## src/rtl/inc_pkg.sv

```systemverilog
package inc_pkg;

    localparam int ADDR_W = 6;
    localparam int DATA_W = 32;

    localparam logic [ADDR_W-1:0] A_EN_SET = 6'h00;
    localparam logic [ADDR_W-1:0] A_EN_CLR = 6'h04;
    localparam logic [ADDR_W-1:0] A_PD_SET = 6'h08;
    localparam logic [ADDR_W-1:0] A_PD_CLR = 6'h0C;
    localparam logic [ADDR_W-1:0] A_ACT    = 6'h10;
    localparam logic [ADDR_W-1:0] A_GRP    = 6'h14;
    localparam logic [ADDR_W-1:0] A_PRIO   = 6'h20;

    // number of low urgency bits that belong to the sub-order
    function automatic logic [2:0] sub_width(input logic [2:0] g);
        return (g <= 3'd3) ? 3'd0 : g - 3'd3;
    endfunction

    // preemption group value of a 4-bit urgency under grouping g
    function automatic logic [3:0] group_of(input logic [3:0] p, input logic [2:0] g);
        return p >> sub_width(g);
    endfunction

endpackage

```

## src/rtl/inc_regs.sv

```systemverilog
module inc_regs
    import inc_pkg::*;
#(
    parameter int NUM_IRQ = 68,
    parameter int ID_W    = 7
) (
    input  logic                          clk_i,
    input  logic                          rst_ni,
    input  logic [NUM_IRQ-1:0]            irq_i,
    input  logic                          bus_we_i,
    input  logic [ADDR_W-1:0]             bus_addr_i,
    input  logic [DATA_W-1:0]             bus_wdata_i,
    output logic [DATA_W-1:0]             bus_rdata_o,
    input  logic                          take_fire_i,
    input  logic [ID_W-1:0]               take_id_i,
    input  logic                          ret_fire_i,
    input  logic [ID_W-1:0]               ret_id_i,
    output logic [NUM_IRQ-1:0]            en_o,
    output logic [NUM_IRQ-1:0]            pend_o,
    output logic [NUM_IRQ-1:0]            act_o,
    output logic [NUM_IRQ-1:0][3:0]       prio_o,
    output logic [2:0]                    grp_o
);

    typedef struct packed {
        logic [NUM_IRQ-1:0]      en;
        logic [NUM_IRQ-1:0]      pend;
        logic [NUM_IRQ-1:0]      act;
        logic [NUM_IRQ-1:0]      prev;
        logic [NUM_IRQ-1:0][3:0] prio;
        logic [2:0]              grp;
    } regs_t;

    regs_t s_d, s_q;

    always_comb begin
        s_d      = s_q;
        s_d.prev = irq_i;
        if (bus_we_i && bus_addr_i == A_GRP) s_d.grp = bus_wdata_i[2:0];
        for (int i = 0; i < NUM_IRQ; i++) begin
            // enable: write-1-to-set / write-1-to-clear
            if (bus_we_i && bus_wdata_i[i % 32]) begin
                if (bus_addr_i == A_EN_SET + 6'(i / 32)) s_d.en[i] = 1'b1;
                if (bus_addr_i == A_EN_CLR + 6'(i / 32)) s_d.en[i] = 1'b0;
            end
            // pending: clears first, then sets so that a set wins
            if (take_fire_i && take_id_i == ID_W'(i)) s_d.pend[i] = 1'b0;
            if (bus_we_i && bus_wdata_i[i % 32] && bus_addr_i == A_PD_CLR + 6'(i / 32))
                s_d.pend[i] = 1'b0;
            if (bus_we_i && bus_wdata_i[i % 32] && bus_addr_i == A_PD_SET + 6'(i / 32))
                s_d.pend[i] = 1'b1;
            if (irq_i[i] && !s_q.prev[i]) s_d.pend[i] = 1'b1;
            // active: only the core handshake touches it
            if (ret_fire_i && ret_id_i == ID_W'(i))   s_d.act[i] = 1'b0;
            if (take_fire_i && take_id_i == ID_W'(i)) s_d.act[i] = 1'b1;
            // urgency: upper nibble of the line's byte only
            if (bus_we_i && bus_addr_i == A_PRIO + 6'(i / 4))
                s_d.prio[i] = bus_wdata_i[(i % 4) * 8 + 4 +: 4];
        end
    end

    always_ff @(posedge clk_i or negedge rst_ni) begin
        if (!rst_ni) s_q <= '0;
        else         s_q <= s_d;
    end

    always_comb begin
        bus_rdata_o = '0;
        if (bus_addr_i == A_GRP) bus_rdata_o[2:0] = s_q.grp;
        for (int i = 0; i < NUM_IRQ; i++) begin
            if (bus_addr_i == A_EN_SET + 6'(i / 32) || bus_addr_i == A_EN_CLR + 6'(i / 32))
                bus_rdata_o[i % 32] = s_q.en[i];
            if (bus_addr_i == A_PD_SET + 6'(i / 32) || bus_addr_i == A_PD_CLR + 6'(i / 32))
                bus_rdata_o[i % 32] = s_q.pend[i];
            if (bus_addr_i == A_ACT + 6'(i / 32))
                bus_rdata_o[i % 32] = s_q.act[i];
            if (bus_addr_i == A_PRIO + 6'(i / 4))
                bus_rdata_o[(i % 4) * 8 + 4 +: 4] = s_q.prio[i];
        end
    end

    assign en_o   = s_q.en;
    assign pend_o = s_q.pend;
    assign act_o  = s_q.act;
    assign prio_o = s_q.prio;
    assign grp_o  = s_q.grp;

    // a rising edge on line 0 always leaves it pending in the next cycle
    assert_edge_pends_R3: assert property (@(posedge clk_i) disable iff (!rst_ni)
        (irq_i[0] && !s_q.prev[0]) |=> pend_o[0]);

endmodule

```

## src/rtl/inc_arb.sv

```systemverilog
module inc_arb #(
    parameter int NUM_IRQ = 68,
    parameter int ID_W    = 7
) (
    input  logic [NUM_IRQ-1:0]      cand_i,
    input  logic [NUM_IRQ-1:0][3:0] prio_i,
    output logic                    best_valid_o,
    output logic [ID_W-1:0]         best_id_o,
    output logic [3:0]              best_prio_o
);

    // scan from the top so that on equal urgency the lower number replaces
    always_comb begin
        best_valid_o = 1'b0;
        best_id_o    = '0;
        best_prio_o  = 4'hF;
        for (int i = NUM_IRQ - 1; i >= 0; i--) begin
            if (cand_i[i] && (!best_valid_o || prio_i[i] <= best_prio_o)) begin
                best_valid_o = 1'b1;
                best_id_o    = ID_W'(i);
                best_prio_o  = prio_i[i];
            end
        end
    end

endmodule

```

## src/rtl/inc_nest.sv

```systemverilog
module inc_nest #(
    parameter int DEPTH = 16,
    parameter int ID_W  = 7,
    localparam int PTR_W = $clog2(DEPTH + 1)
) (
    input  logic             clk_i,
    input  logic             rst_ni,
    input  logic             push_i,
    input  logic [ID_W-1:0]  push_id_i,
    input  logic [3:0]       push_prio_i,
    input  logic             pop_i,
    output logic             top_valid_o,
    output logic             full_o,
    output logic [ID_W-1:0]  top_id_o,
    output logic [3:0]       top_prio_o,
    output logic [PTR_W-1:0] depth_o
);

    typedef struct packed {
        logic [DEPTH-1:0][ID_W-1:0] id;
        logic [DEPTH-1:0][3:0]      prio;
        logic [PTR_W-1:0]           cnt;
    } nest_t;

    nest_t n_d, n_q;

    always_comb begin
        n_d = n_q;
        if (pop_i && n_q.cnt != '0) begin
            n_d.cnt = n_q.cnt - 1'b1;
        end else if (push_i && n_q.cnt != PTR_W'(DEPTH)) begin
            for (int k = 0; k < DEPTH; k++) begin
                if (PTR_W'(k) == n_q.cnt) begin
                    n_d.id[k]   = push_id_i;
                    n_d.prio[k] = push_prio_i;
                end
            end
            n_d.cnt = n_q.cnt + 1'b1;
        end
    end

    always_ff @(posedge clk_i or negedge rst_ni) begin
        if (!rst_ni) n_q <= '0;
        else         n_q <= n_d;
    end

    always_comb begin
        top_id_o   = '0;
        top_prio_o = '0;
        for (int k = 0; k < DEPTH; k++) begin
            if (PTR_W'(k + 1) == n_q.cnt) begin
                top_id_o   = n_q.id[k];
                top_prio_o = n_q.prio[k];
            end
        end
    end

    assign top_valid_o = (n_q.cnt != '0);
    assign full_o      = (n_q.cnt == PTR_W'(DEPTH));
    assign depth_o     = n_q.cnt;

    // an entry pushed becomes the new top in the next cycle
    assert_push_becomes_top_R8: assert property (@(posedge clk_i) disable iff (!rst_ni)
        (push_i && !pop_i && !full_o) |=> (top_id_o == $past(push_id_i)));

endmodule

```

## src/rtl/irq_nest_ctrl.sv

```systemverilog
module irq_nest_ctrl
    import inc_pkg::*;
#(
    parameter int NUM_IRQ   = 68,
    parameter int NEST_DEPTH = 16,
    localparam int ID_W     = $clog2(NUM_IRQ)
) (
    input  logic                clk_i,
    input  logic                rst_ni,
    input  logic [NUM_IRQ-1:0]  irq_i,
    input  logic                bus_we_i,
    input  logic [5:0]          bus_addr_i,
    input  logic [31:0]         bus_wdata_i,
    output logic [31:0]         bus_rdata_o,
    output logic                req_valid_o,
    output logic [ID_W-1:0]     req_id_o,
    input  logic                take_i,
    input  logic                ret_i
);

    localparam int PTR_W = $clog2(NEST_DEPTH + 1);

    logic [NUM_IRQ-1:0]      en_w, pend_w, act_w;
    logic [NUM_IRQ-1:0][3:0] prio_w;
    logic [2:0]              grp_w;
    logic                    best_valid, top_valid, nest_full;
    logic [ID_W-1:0]         best_id, top_id;
    logic [3:0]              best_prio, top_prio;
    logic [PTR_W-1:0]        depth_w;
    logic                    take_fire, ret_fire;

    inc_regs #(.NUM_IRQ(NUM_IRQ), .ID_W(ID_W)) u_regs (
        .clk_i       (clk_i),
        .rst_ni      (rst_ni),
        .irq_i       (irq_i),
        .bus_we_i    (bus_we_i),
        .bus_addr_i  (bus_addr_i),
        .bus_wdata_i (bus_wdata_i),
        .bus_rdata_o (bus_rdata_o),
        .take_fire_i (take_fire),
        .take_id_i   (best_id),
        .ret_fire_i  (ret_fire),
        .ret_id_i    (top_id),
        .en_o        (en_w),
        .pend_o      (pend_w),
        .act_o       (act_w),
        .prio_o      (prio_w),
        .grp_o       (grp_w)
    );

    inc_arb #(.NUM_IRQ(NUM_IRQ), .ID_W(ID_W)) u_arb (
        .cand_i       (en_w & pend_w & ~act_w),
        .prio_i       (prio_w),
        .best_valid_o (best_valid),
        .best_id_o    (best_id),
        .best_prio_o  (best_prio)
    );

    inc_nest #(.DEPTH(NEST_DEPTH), .ID_W(ID_W)) u_nest (
        .clk_i       (clk_i),
        .rst_ni      (rst_ni),
        .push_i      (take_fire),
        .push_id_i   (best_id),
        .push_prio_i (best_prio),
        .pop_i       (ret_fire),
        .top_valid_o (top_valid),
        .full_o      (nest_full),
        .top_id_o    (top_id),
        .top_prio_o  (top_prio),
        .depth_o     (depth_w)
    );

    // preemption: strictly more urgent group than the running handler
    assign req_valid_o = best_valid && !nest_full &&
                         (!top_valid || group_of(best_prio, grp_w) < group_of(top_prio, grp_w));
    assign req_id_o    = best_id;
    assign ret_fire    = ret_i && top_valid;
    assign take_fire   = take_i && req_valid_o && !ret_i;

    // only an enabled, pending, inactive line is offered
    assert_offer_eligible_R5: assert property (@(posedge clk_i) disable iff (!rst_ni)
        req_valid_o |-> (en_w[req_id_o] && pend_w[req_id_o] && !act_w[req_id_o]));

    // a take marks the taken line active
    assert_take_sets_active_R7: assert property (@(posedge clk_i) disable iff (!rst_ni)
        take_fire |=> act_w[$past(best_id)]);

    // a return retires the innermost handler
    assert_ret_clears_active_R8: assert property (@(posedge clk_i) disable iff (!rst_ni)
        ret_fire |=> !act_w[$past(top_id)]);

    // active bits and nesting record stay in step
    assert_active_matches_depth_R8: assert property (@(posedge clk_i) disable iff (!rst_ni)
        $countones(act_w) == int'(depth_w));

    // bus writes alone never change active state
    assert_active_ro_R9: assert property (@(posedge clk_i) disable iff (!rst_ni)
        (!take_fire && !ret_fire) |=> $stable(act_w));

endmodule

```

## config.mk

```make
export PLATFORM = sky130hd
export DESIGN_NAME = irq_nest_ctrl
export DESIGN_NICKNAME = d
export VERILOG_FILES = /design/src/rtl/inc_pkg.sv /design/src/rtl/inc_regs.sv /design/src/rtl/inc_arb.sv /design/src/rtl/inc_nest.sv /design/src/rtl/irq_nest_ctrl.sv
export SDC_FILE = /design/constraint.sdc
export NUM_CORES = 2
export LEC_CHECK = 0
export CORE_MARGIN = 4
export CORE_UTILIZATION = 55
export CTS_BUF_LIST = sky130_fd_sc_hd__clkbuf_4 sky130_fd_sc_hd__clkbuf_8
export CTS_CLUSTER_SIZE = 12
export DETAILED_ROUTE_END_ITERATION = 12
export HOLD_SLACK_MARGIN = 0.02
export PLACE_DENSITY = 0.73
export SETUP_SLACK_MARGIN = 0.2
export SYNTH_ARGS = -nofsm -noshare
export SYNTH_HDL_FRONTEND = slang
export SYNTH_SLANG_ARGS = --single-unit
```

## constraint.sdc

```tcl
create_clock -name clk_i -period 164.9 [get_ports clk_i]
set_clock_uncertainty 0.1 [all_clocks]
set_input_delay 24.735 -clock clk_i [delete_from_list [all_inputs] [get_ports clk_i]]
set_output_delay 24.735 -clock clk_i [all_outputs]
set_load 0.01 [all_outputs]
```

==> flow_metrics.py <==
metrics = {
    "run_status": {
        "outcome": "finished clean",
    },
    "logic_synthesis": {
        "synth_common_cells": "dfrtp_1, o21ai_0, nand2_1",
        "synth_cell_type_count": 114,
        "syn_area_um2": 49000,
        "async_flop_share": 1.00,
        "synthFlopType": "dfrtp_1",
        "synth_enable_flop_cells": 0,
        "synth-seq-cells": 728,
        "synth_mux_area_frac": 0.132,
        "synth_top_family_by_area": "compound AO/OA/AOI/OAI gates",
        "synth-seq-area-share": 0.371,
        "ys_top_cells_by_area": "dfrtp_1, mux2_2, ha_1, o21ai_0, mux2_4",
        "synth-compound-area-share": 0.231,
        "synth-adder-area-share": 0.0626,
        "avgSynthCellArea_um2": 9.21,
        "synth_area_leader_cell": "dfrtp_1",
        "yosysWarnings": 0,
        "synth_top_cell_area_share": 0.371,
        "synth.most_common_cell": "dfrtp_1",
        "syn-num-nets": 5661,
        "synthCells": 5323,
        "synth-xor-area-share": 0.00750,
        "yosys.area_share.simple": 0.147,
    },
    "worst_setup_path": {
        "r2r_start": "u_regs.act_o[67]$_DFFE_PN0P_",
        "slowest_stage": "o31ai_1",
        "crit_fanout": 29,
        "critical_path_arrival_ns": 119.22,
        "r2r_end": "u_regs.pend_o[42]$_DFFE_PN0P_",
        "r2r_cells": 538,
        "required_ns": 140.07,
        "start_kind": "register",
        "criticalPathCategory": "register to output pin",
        "cpMostUsedCell": "ha_1",
        "cp_slowest_stage_delay_ns": 0.92,
        "r2r_slack_ns": 45.78,
        "endpoint_kind": "output pin",
    },
    "placed_design": {
        "io_buffer_count": 150,
        "gp_congestion": 1.07,
        "post-dp-hpwl_um": 157000,
    },
    "sta": {
        "min_period_ns": 144.05,
        "worstMarginPinSlew_ns": 1.38,
        "drv_slew": 0,
        "setup_viol": 0,
        "rsz0062_at_grt": "false",
        "fmaxAchievable_mhz": 6.94,
        "slew_headroom": 0.0731,
        "finalHoldViolCount": 0,
        "tns_ns": 0,
        "worst_hold_slack_ns": 0.391,
        "timing.final.crit_share": 0.874,
    },
    "floorplanning": {
        "core_area_um2": 88400,
        "chipHeight_um": 307,
        "die-area_um2": 94000,
        "io_pins": 151,
        "initial_core_util": 0.555,
        "row_count": 109,
        "die_x_um": 307,
    },
    "global_route": {
        "grt_usage": 0.440,
        "grt_pass1_wl_um": 305000,
        "grt_pass1_vias": 44572,
        "grt_overflow": 0,
        "grt_max_degree": 183,
        "antenna_found_initial": 22,
    },
    "detailed_routing": {
        "drc": 0,
        "vias_per_cell": 7.05,
        "ant_nets": 0,
        "vias": 47135,
        "first_pass_iters": 10,
        "drt-initial-drc-count": 7038,
        "wl_per_cell_um": 31.8,
        "wl_um": 212000,
    },
    "finish": {
        "multi_input_area_um2": 28600,
        "fill_cells": 7532,
        "fin_nets": 5746,
        "post-route-util": 0.617,
        "syn_to_final_growth_pct": 11.1,
        "regArea_um2": 18200,
        "drive_above_1_share": 0.169,
    },
    "clock_tree": {
        "htreeDepth": 4,
        "clock_latency_ns": 0.88,
        "clock_sinks": 728,
        "tritoncts": "built",
        "ctsResizeCount": 0,
        "clock-root-buffer": "clkbuf_8",
        "cts_hold_buffers": 0,
        "post_cts_buffers": 0,
        "clock_path_buffers": 3,
        "path_clk_slew_ns": 0.07,
        "numCtsBuffers": 132,
    },
    "run": {
        "cap_violations": 0,
    },
    "worst_hold_path": {
        "hold_end": "u_nest.n_q[26]$_DFFE_PN0P_",
        "hp-start": "u_nest.n_q[26]$_DFFE_PN0P_",
        "hold_class": "register to register",
        "whs_path_depth": 1,
    },
}
==> per-stage QoR <==
step / std cells / cell area [um^2] / setup slack, ns
final: 6685 / 54500 / 20.85
after CTS: 6674 / 54500 / 22.93
after global placement: 6439 / 51500 / 26.46
after detailed placement: 6439 / 51500 / 24.23
after global routing: 6675 / 54500 / 11.59
after floorplan: 5323 / 49000 / 38.75
==> critical path: cells and delay by family, from the launching register on <==
kind | cells | cell delay, ns
buffers and inverters | 39 | 4.69
AO/OA/AOI/OAI | 283 | 61.24
multiplexers | 30 | 11.01
flip-flops | 1 | 0.44
adder cells (fa/ha/maj) | 90 | 24.61
AND/OR/NAND/NOR | 97 | 16.12
==> cells in the final DEF (no fill, tap or decap), types with 36 or more instances in the layout <==
cell type,Yosys,layout
mux2_1,36,36
clkbuf_8,0,163
buf_4,13,91
o21a_1,48,48
clkdlybuf4s50_1,0,146
nand4_1,50,50
and3_1,37,37
mux2i_1,37,36
o221ai_1,44,44
a21o_1,71,71
nor2b_1,46,46
o21ai_1,102,101
mux2_2,351,351
dfrtp_1,728,728
nand2_1,421,420
a221oi_1,52,52
or2_2,57,57
a31oi_1,93,92
nand2b_1,83,83
nand3_1,167,167
a22oi_1,139,139
a41oi_1,38,38
a211oi_1,41,41
o21ai_0,435,435
o211ai_1,54,54
mux2_4,116,116
a21oi_1,253,252
inv_1,279,279
nor2_1,372,366
nor3_1,94,89
ha_1,227,227
==> area by class of cell <==
cell class                      count  area share
Clock buffer                      198      0.0460
Tap cell                         1165      0.0267
Sequential cell                   728       0.334
Clock inverter                     37     0.00829
Inverter                          281      0.0194
Timing Repair Buffer              242      0.0404
Multi-Input combinational cell   4023       0.524
Antenna cell                       11    0.000505
==> sequential cells by signal, summed over array words and instances, names as in the netlist <==
| name | count |
|---|---|
| u_regs.prio_o | 272 |
| u_regs.en_o | 68 |
| u_regs.grp_o | 3 |
| u_regs.pend_o | 68 |
| u_regs.act_o | 68 |
| u_nest.depth_o | 5 |
| u_regs.s_q | 68 |
| u_nest.n_q | 176 |
==> cells by family (layout without fill, tap and decap cells) <==
logic type	count (synthesis)	count (layout)
buffers and inverters	572	758
AO/OA/AOI/OAI	1699	1699
AND/OR/NAND/NOR	1492	1492
adder cells (fa/ha/maj)	250	250
other	0	11
flip-flops	728	728
multiplexers	540	540
XOR/XNOR	42	42
==> per-layer routing <==
layer	part of all wire	up-vias	GRT usage
met3	0.13	766	0.146
met5	0.00068	-	0.00455
met4	0.078	14	0.285
met2	0.42	3407	0.640
li1	-	20035	-
met1	0.37	22913	0.561
==> worst max path at each step <==
stage                                             from           to  slack [ns]
after floorplan           u_regs.act_o[67]$_DFFE_PN0P_  req_valid_o       38.75
after global placement    u_regs.act_o[67]$_DFFE_PN0P_  req_valid_o       26.46
after global routing      u_regs.act_o[67]$_DFFE_PN0P_  req_valid_o       11.59
final                     u_regs.act_o[67]$_DFFE_PN0P_  req_valid_o       20.85
after detailed placement  u_regs.act_o[67]$_DFFE_PN0P_  req_valid_o       24.23
after CTS                 u_regs.act_o[67]$_DFFE_PN0P_  req_valid_o       22.93
Power is not shown: default switching activity piles up to over one toggle a cycle in this logic, so the estimate is an artifact.
